### config.mk
export PLATFORM = sky130hd
export DESIGN_NAME = tuneword_loader
export DESIGN_NICKNAME = d
export VERILOG_FILES = /design/src/rtl/tl_pkg.sv /design/src/rtl/tl_edge_sync.sv /design/src/rtl/tl_frame_asm.sv /design/src/rtl/tuneword_loader.sv
export SDC_FILE = /design/constraint.sdc
export NUM_CORES = 1
export LEC_CHECK = 0
export ABC_AREA = 1
export BUFFER_PORTS_ARGS = -buffer_cell sky130_fd_sc_hd__buf_2
export CAP_MARGIN = 40
export CORE_ASPECT_RATIO = 1.75
export CORE_MARGIN = 1
export CORE_UTILIZATION = 55
export CTS_CLUSTER_SIZE = 20
export DETAILED_ROUTE_END_ITERATION = 10
export MAX_ROUTING_LAYER = met4
export PLACE_DENSITY = 0.76
export SETUP_SLACK_MARGIN = 0.02
export SLEW_MARGIN = 10
export SYNTH_ARGS = -nofsm -noshare
export SYNTH_HDL_FRONTEND = slang
export SYNTH_SLANG_ARGS = --single-unit
### constraint.sdc
create_clock -name clk -period 2.1 [get_ports clk]
set_input_delay 0.315 -clock clk [delete_from_list [all_inputs] [get_ports clk]]
set_output_delay 0.315 -clock clk [all_outputs]
set_load 0.03 [all_outputs]
### src/rtl/tl_pkg.sv
package tl_pkg;
    typedef enum logic [1:0] {
        ST_EMPTY = 2'd0,
        ST_PAR   = 2'd1,
        ST_SER   = 2'd2,
        ST_FULL  = 2'd3
    } ld_state_t;
endpackage

### src/rtl/tl_edge_sync.sv
module tl_edge_sync #(
    parameter int STAGES = 2
) (
    input  logic clk,
    input  logic rst_n,
    input  logic async_in,
    output logic rise_o
);
    // sh[STAGES-1:0] synchronize, sh[STAGES] holds the previous synced value
    logic [STAGES:0] sh;

    always_ff @(posedge clk) begin
        if (!rst_n) sh <= '0;
        else        sh <= {sh[STAGES-1:0], async_in};
    end

    assign rise_o = sh[STAGES-1] & ~sh[STAGES];
endmodule

### src/rtl/tl_frame_asm.sv
module tl_frame_asm
    import tl_pkg::*;
#(
    parameter int FRAME_W = 40,
    parameter int BYTE_W  = 8
) (
    input  logic               clk,
    input  logic               rst_n,
    input  logic               wr_pulse,
    input  logic               commit_pulse,
    input  logic               serial_mode,
    input  logic [BYTE_W-1:0]  data_in,
    output logic [FRAME_W-1:0] frame_o,
    output ld_state_t          state_o
);
    localparam int NUM_BYTES = FRAME_W / BYTE_W;
    localparam int CNT_W     = $clog2(FRAME_W + 1);
    localparam logic [CNT_W-1:0] LAST_BYTE = CNT_W'(NUM_BYTES - 1);
    localparam logic [CNT_W-1:0] LAST_BIT  = CNT_W'(FRAME_W - 1);

    ld_state_t          state, nstate;
    logic [CNT_W-1:0]   cnt, ncnt;
    logic               take_byte, take_bit;
    logic [FRAME_W-1:0] frame_q, frame_d;

    // next state and write position
    always_comb begin
        nstate    = state;
        ncnt      = cnt;
        take_byte = 1'b0;
        take_bit  = 1'b0;
        if (commit_pulse) begin
            nstate = ST_EMPTY;          // rewind
            ncnt   = '0;
        end else if (wr_pulse) begin
            unique case (state)
                ST_EMPTY: begin
                    ncnt = CNT_W'(1);
                    if (serial_mode) begin
                        take_bit = 1'b1;
                        nstate   = ST_SER;  // start_ser
                    end else begin
                        take_byte = 1'b1;
                        nstate    = ST_PAR; // start_par
                    end
                end
                ST_PAR: begin
                    take_byte = 1'b1;
                    ncnt      = cnt + 1'b1;
                    if (cnt == LAST_BYTE) nstate = ST_FULL; // byte_done
                end
                ST_SER: begin
                    take_bit = 1'b1;
                    ncnt     = cnt + 1'b1;
                    if (cnt == LAST_BIT) nstate = ST_FULL;  // bit_done
                end
                ST_FULL: begin
                    nstate = ST_FULL;
                end
            endcase
        end
    end

    // state register
    always_ff @(posedge clk) begin
        if (!rst_n) begin
            state <= ST_EMPTY;
            cnt   <= '0;
        end else begin
            state <= nstate;
            cnt   <= ncnt;
        end
    end

    // input frame data path
    always_comb begin
        frame_d = frame_q;
        if (take_bit)
            frame_d = {data_in[0], frame_q[FRAME_W-1:1]};
        if (take_byte) begin
            for (int k = 0; k < NUM_BYTES; k++) begin
                if (cnt == CNT_W'(k))
                    frame_d[FRAME_W-1-BYTE_W*k -: BYTE_W] = data_in;
            end
        end
    end

    always_ff @(posedge clk) begin
        if (!rst_n) frame_q <= '0;
        else        frame_q <= frame_d;
    end

    assign frame_o = frame_q;
    assign state_o = state;
endmodule

### src/rtl/tuneword_loader.sv
module tuneword_loader
    import tl_pkg::*;
#(
    parameter int TUNE_W      = 32,
    parameter int PHASE_W     = 5,
    parameter int CTRL_W      = 2,
    parameter int BYTE_W      = 8,
    parameter int SYNC_STAGES = 2
) (
    input  logic               clk,
    input  logic               rst_n,
    input  logic               serial_mode,
    input  logic [BYTE_W-1:0]  data_in,
    input  logic               load_clk,
    input  logic               commit_in,
    output logic [TUNE_W-1:0]  tune_word,
    output logic [PHASE_W-1:0] phase_word,
    output logic               pwr_down,
    output logic [CTRL_W-1:0]  ctrl_bits
);
    localparam int FRAME_W = TUNE_W + CTRL_W + 1 + PHASE_W;
    localparam int PD_BIT  = TUNE_W + CTRL_W;
    localparam int PH_LSB  = PD_BIT + 1;
    localparam int N_STRB  = 2;

    logic [N_STRB-1:0]  strobe_raw, strobe_rise;
    logic               wr_pulse, commit_pulse;
    logic [FRAME_W-1:0] frame_q, active_q;
    ld_state_t          asm_state;

    assign strobe_raw = {commit_in, load_clk};

    for (genvar g = 0; g < N_STRB; g++) begin : g_sync
        tl_edge_sync #(.STAGES(SYNC_STAGES)) u_sync (
            .clk      (clk),
            .rst_n    (rst_n),
            .async_in (strobe_raw[g]),
            .rise_o   (strobe_rise[g])
        );
    end

    assign wr_pulse     = strobe_rise[0];
    assign commit_pulse = strobe_rise[1];

    tl_frame_asm #(.FRAME_W(FRAME_W), .BYTE_W(BYTE_W)) u_asm (
        .clk          (clk),
        .rst_n        (rst_n),
        .wr_pulse     (wr_pulse),
        .commit_pulse (commit_pulse),
        .serial_mode  (serial_mode),
        .data_in      (data_in),
        .frame_o      (frame_q),
        .state_o      (asm_state)
    );

    // active register: the only state the core reads
    always_ff @(posedge clk) begin
        if (!rst_n)            active_q <= '0;
        else if (commit_pulse) active_q <= frame_q;
    end

    assign tune_word  = active_q[TUNE_W-1:0];
    assign ctrl_bits  = active_q[PD_BIT-1:TUNE_W];
    assign pwr_down   = active_q[PD_BIT];
    assign phase_word = active_q[FRAME_W-1:PH_LSB];
endmodule

======== Word-level counts from Yosys, hierarchy flattened ========
Index checks and enable logic that the tools add are counted.
Widths: inputs -> output; s select.
operators by class
  bitwise operators ....................... 5
  equal/unequal tests ..................... 10
  shift operators ......................... 0
  reductions and logical operators ........ 7
  multipliers ............................. 0
  order comparisons ....................... 0
  multiplexer cells ....................... 20
  $add $sub $neg .......................... 1
  div/mod/pow operators ................... 0
operator list
  operator             count
  $mux 40              2
  $mux 8               5
  $eq 6x2->1 const B   2
  $pmux 6 s2           1
  $pmux 2 s4           1
  $add 6x1->6 const B  1
  $eq 6x1->1 const B   1
  $eq 6x3->1 const B   1
  $eq 6x6->1 const B   1
  $logic_not 6->1      1
  $mux 1               6
  $mux 2               3
  $eq 2x2->1 const B   2
  $ne 2x1->1 const B   2
  $pmux 1 s2           2
  $reduce_or 2->1      2
  $not 1->1            3
  $reduce_and 3->1     1
  $and 1x1->1          2
  $eq 2x1->1 const B   1
  $logic_not 2->1      1
  $reduce_and 2->1     1
  $reduce_bool 2->1    1
storage, ports and cells
  bits in read-only memories .............. 0
  bits in latches ......................... 0
  bits of input ports ..................... 13
  bits in registers ....................... 94
  memories ................................ 0
  word-level logic and storage cells ...... 49
  output and inout bits ................... 40
  RAM bits ................................ 0

======== Longest topological paths before layout ========
  word-level depth ........................ 7
  mapped depth ............................ 13
  mapped depth without buffers ............ 11

======== By module ========
A second synthesis with hierarchy kept.
second synthesis, totals
  cells, all modules ...................... 670
  area total of the unflattened synthesis .. 4403.0 um^2
modules (own cells, without submodules)
  module           cells an instance  sequential area each (um^2)  area each (um^2)  instances
  tl_frame_asm     395                960.9                        2560.0            1
  tuneword_loader  253                800.8                        1657.8            1
  tl_edge_sync     11                 60.1                         92.6              2

======== Worst setup path after synthesis ========
Ideal clock, no wire load.
  path type ............................... reg2reg
  start point ............................. register u_asm.state[0], in the netlist u_asm.state_o[0]
  end point ............................... register u_asm.frame_q[25], in the netlist u_asm.frame_o[25]
  required time ........................... 2.036 ns
  setup slack ............................. 0.488 ns
  path buffers ............................ 2
  period minus slack after synthesis ...... 1.612 ns
  cell stages (with the launch flop) ...... 14
  arrival ................................. 1.548 ns
  library setup time ...................... 0.064 ns
  path through ............................ dfxtp_1 inv_1 ha_1 nand2_1 nand2_1 nand3_1 buf_2 buf_2 nand2_1 nand2_1 inv_1 nand2_1 nand2_1 nor2_1
between the ends
  longest elaborated chain between the ends .. 7
  elaborated cells between the ends (all ways) .. 12
  those cells by class .................... 2 x eq/ne; 9 x mux; 1 x reduce/logical
ends and longest elaborated chain
  item                                                  line                source
  from (decl)                                           tl_frame_asm.sv:21  ld_state_t state, nstate;
  from (signal assigned)                                tl_frame_asm.sv:70  state <= nstate;
  $eq 2x2->1 / $logic_not 2->1 (equally long branches)  tl_frame_asm.sv:36  unique case (state)
  $pmux 1 s2                                            tl_frame_asm.sv:36
  $mux 1                                                tl_frame_asm.sv:35  end else if (wr_pulse) begin
  $mux 1                                                tl_frame_asm.sv:32  if (commit_pulse) begin
  $mux 40                                               tl_frame_asm.sv:78  if (take_bit)
  $mux 8                                                tl_frame_asm.sv:82  if (cnt == CNT_W'(k))
  $mux 40 (*)                                           tl_frame_asm.sv:80  if (take_byte) begin
  to (signal assigned)                                  tl_frame_asm.sv:90  else frame_q <= frame_d;
  to (decl)                                             tl_frame_asm.sv:24  logic [FRAME_W-1:0] frame_q, frame_d;
Mark *: on every way between the ends. The rest lies on a longest branch, timed or not.
A chain may end at the register's enable or synchronous reset.

======== Final worst setup path ========
  start point ............................. register u_asm.state[0], in the netlist u_asm.state_o[0]
  end point ............................... register u_asm.frame_q[1], in the netlist u_asm.frame_o[1]
Same word-level chain as after synthesis.

==> flow_summary.json <==
{
  "dieArea_um2": 8249,
  "path_common_cell": "nor2_1",
  "yosys-top-cells-area": "dfxtp_1 43%, nand2_1 14%, nor2_1 14%",
  "yosys_warnings": 0,
  "multi_input_area_um2": 1998,
  "num_antenna_cells": 0,
  "cts.clk_slew.worst_paths_ns": 0.06,
  "min_path_type": "input port to flip-flop",
  "seq_area_frac_synth_pct": 43.44,
  "netlist_area_um2": 4332,
  "totalWireLength_mm": 9.453,
  "synth_common_cells": "164 x nand2_1, 156 x nor2_1, 94 x dfxtp_1, 68 x inv_1, 59 x o21ai_0",
  "syn_area_per_cell_um2": 6.664,
  "hpwl_mm": 6.260,
  "path_cells": "inv_1 -> ha_1 -> a21oi_1 -> nor2_4 -> nand2_1 -> inv_2 -> nor2_1 -> nor2_1",
  "p_per_area_nw_per_um2": 778.8,
  "cp_data_arrival_time_ns": 1.91,
  "fmax_mhz": 598.7,
  "p_leak_nw": 2.496,
  "min_period_ns": 1.670,
  "numCtsBuffers": 9,
  "slew_viol_final": 0,
  "rsz0062_at_grt": "no",
  "fin_skew_ns": 0.004847,
  "layoutNonFillerInstCount": 778,
  "vias": 3940,
  "fin_crit_sh_pct": 79.54,
  "postCtsSetupBuffers": 0,
  "netlist.top_cell.by_area": "dfxtp_1",
  "ys_ff_latch": 94,
  "fin_tns_setup_ns": 0,
  "rows": 42,
  "post_cts_resized": 0,
  "cts_max_level": 3,
  "syn-num-nets": 671,
  "drive_gt1_share_pct": 11.88,
  "crit_buf_inv": 2,
  "wl_per_cell_um": 12.15,
  "grt_pass1_vias": 3632,
  "path_class": "flip-flop to flip-flop",
  "status": "finished, final reports clean",
  "drt_iter0_markers": 366,
  "critPathRequiredTime_ns": 2.34,
  "coreArea_um2": 7620,
  "post-route-drc-count": 0,
  "crit_slowest_cell": "dfxtp_1",
  "grt_overflow": 0,
  "clock_path_buffers": 2,
  "synth_cells": 650,
  "crit_path_end_kind": "flip-flop",
  "yosysMostFrequentCell": "nand2_1",
  "grt_pass1_wl_mm": 16.11,
  "io_pins": 53,
  "cp_max_fo": 9,
  "synth_edf_count": 0,
  "cp_slowest_stage_delay_ns": 0.35,
  "clk_latency_ns": 0.35,
  "cts-hold-fix-buffers": 0,
  "root_buffer": "clkbuf_16",
  "chipWidth_um": 69.09,
  "fillerInstances": 726,
  "slew_headroom_pct": 69.02,
  "cts_tree": "yes",
  "grt_max_degree": 49,
  "grt_use_total_pct": 24.86,
  "vias_per_cell": 5.064,
  "ir_drop_mv": 0.4597,
  "antenna_found_initial": 0,
  "initial_core_util_pct": 56.85,
  "drt_first_pass_iters": 5,
  "ys_types": 20,
  "syn_to_final_growth_pct": 12.45,
  "synth-main-ff-cell": "dfxtp_1",
  "setup_viol": 0,
  "placed_cells": 762,
  "synthDominantCellAreaShare_pct": 43.44,
  "final_nets": 706,
  "hold_viol": 0,
  "cp_top_family": "simple AND/OR/NAND/NOR gates",
  "place.gp.congestion": 0.8811,
  "ff_latch_area_um2": 1882,
  "portBuffers": 52,
  "fp.dieH_um": 119.4,
  "cp-start-kind": "flip-flop",
  "worstMarginPinSlew_ns": 0.4647,
  "synth-async-reset-ratio_pct": 0,
  "cts.sinks": 94,
  "cap_violations": 0,
  "drtAntennaViolNets": 0
}
[area by class of cell]
type | instances | area share [%]
multi-input combinational | 450 | 41.02
sequential | 94 | 38.63
timing repair buffer | 61 | 6.987
clock buffer | 16 | 5.780
inverter | 69 | 5.317
tap | 88 | 2.260
[flip-flops by register name, summed over array words and instances (netlist names)]
register,flops
u_asm.state_o,2
u_asm.cnt,6
active_q,40
u_asm.frame_o,40
g_sync.u_sync.sh,6
[metrics by stage]
stage / area, um2 / worst slack (ns) / power (W) / util [%] / hold WS (ns)
floorplan: 4332 / 0.4880 / 0.002166 / - / 0.3905
global placement: 4589 / 0.5118 / 0.002269 / 60.23 / 0.3951
detailed placement: 4589 / 0.4389 / 0.002277 / 60.23 / 0.4016
CTS: 4871 / 0.4163 / 0.003814 / 63.92 / 0.1477
global route: 4871 / 0.2198 / 0.003927 / 63.92 / 0.1696
finish: 4871 / 0.4296 / 0.003794 / 63.92 / 0.1515
[where the power goes]
| group | total, W | switching, W | internal (W) |
|---|---|---|---|
| Sequential | 0.00186 | 0.0000265 | 0.00184 |
| Clock | 0.00156 | 0.000654 | 0.000902 |
| Combinational | 0.000374 | 0.000270 | 0.000104 |
[cell usage in the layout (no fill, tap or decap), drive strengths merged]
cell type and count:
nand2 165, nor2 158, dfxtp 94, inv 69
buf 61, o21ai 59, nand4 34, clkbuf 16
a21oi 12, ha 8, nand3 6, nand3b 4
nor3 3, a211oi 1
[routing by layer]
| metal | routed length, um | vias to the layer above | track usage, % |
|---|---|---|---|
| met4 | 325 | 0 | 14.29 |
| met5 | 0 | - | - |
| met3 | 465 | 22 | 5.161 |
| met1 | 3905 | 1738 | 27.74 |
| li1 | - | 2085 | - |
| met2 | 4757 | 95 | 40.78 |
[worst reg2reg max path, cell delays in order, from the launching register on]
cell,delay [ns]
dfxtp_1,0.35
inv_1,0.08
ha_1,0.23
a21oi_1,0.25
nor2_4,0.09
nand2_1,0.23
inv_2,0.13
nor2_1,0.14
nor2_1,0.06
[path summary, 6_finish.rpt]
kind | start | end | slack [ns] | cells after the start
worst max-delay path | u_asm.state_o[0] | u_asm.frame_o[1] | 0.43 | 8
worst min-delay path | load_clk | g_sync[0].u_sync.sh[0] | 0.15 | 3
worst max register to register | u_asm.state_o[0] | u_asm.frame_o[1] | 0.43 | 8
worst min register to register | g_sync[1].u_sync.sh[0] | g_sync[1].u_sync.sh[1] | 0.41 | 2
[cell families (layout without fill, tap and decap cells)]
| logic type | after synthesis | count (layout) | share of synthesized area (%) |
|---|---|---|---|
| buffers and inverters | 106 | 146 | 10.49 |
| adders and majority gates | 8 | 8 | 2.311 |
| and+or+nand+nor | 370 | 370 | 35.38 |
| DFF | 94 | 94 | 43.44 |
| AOI/OAI and AO/OA | 72 | 72 | 8.377 |
Power figures use the tool's default switching activity.
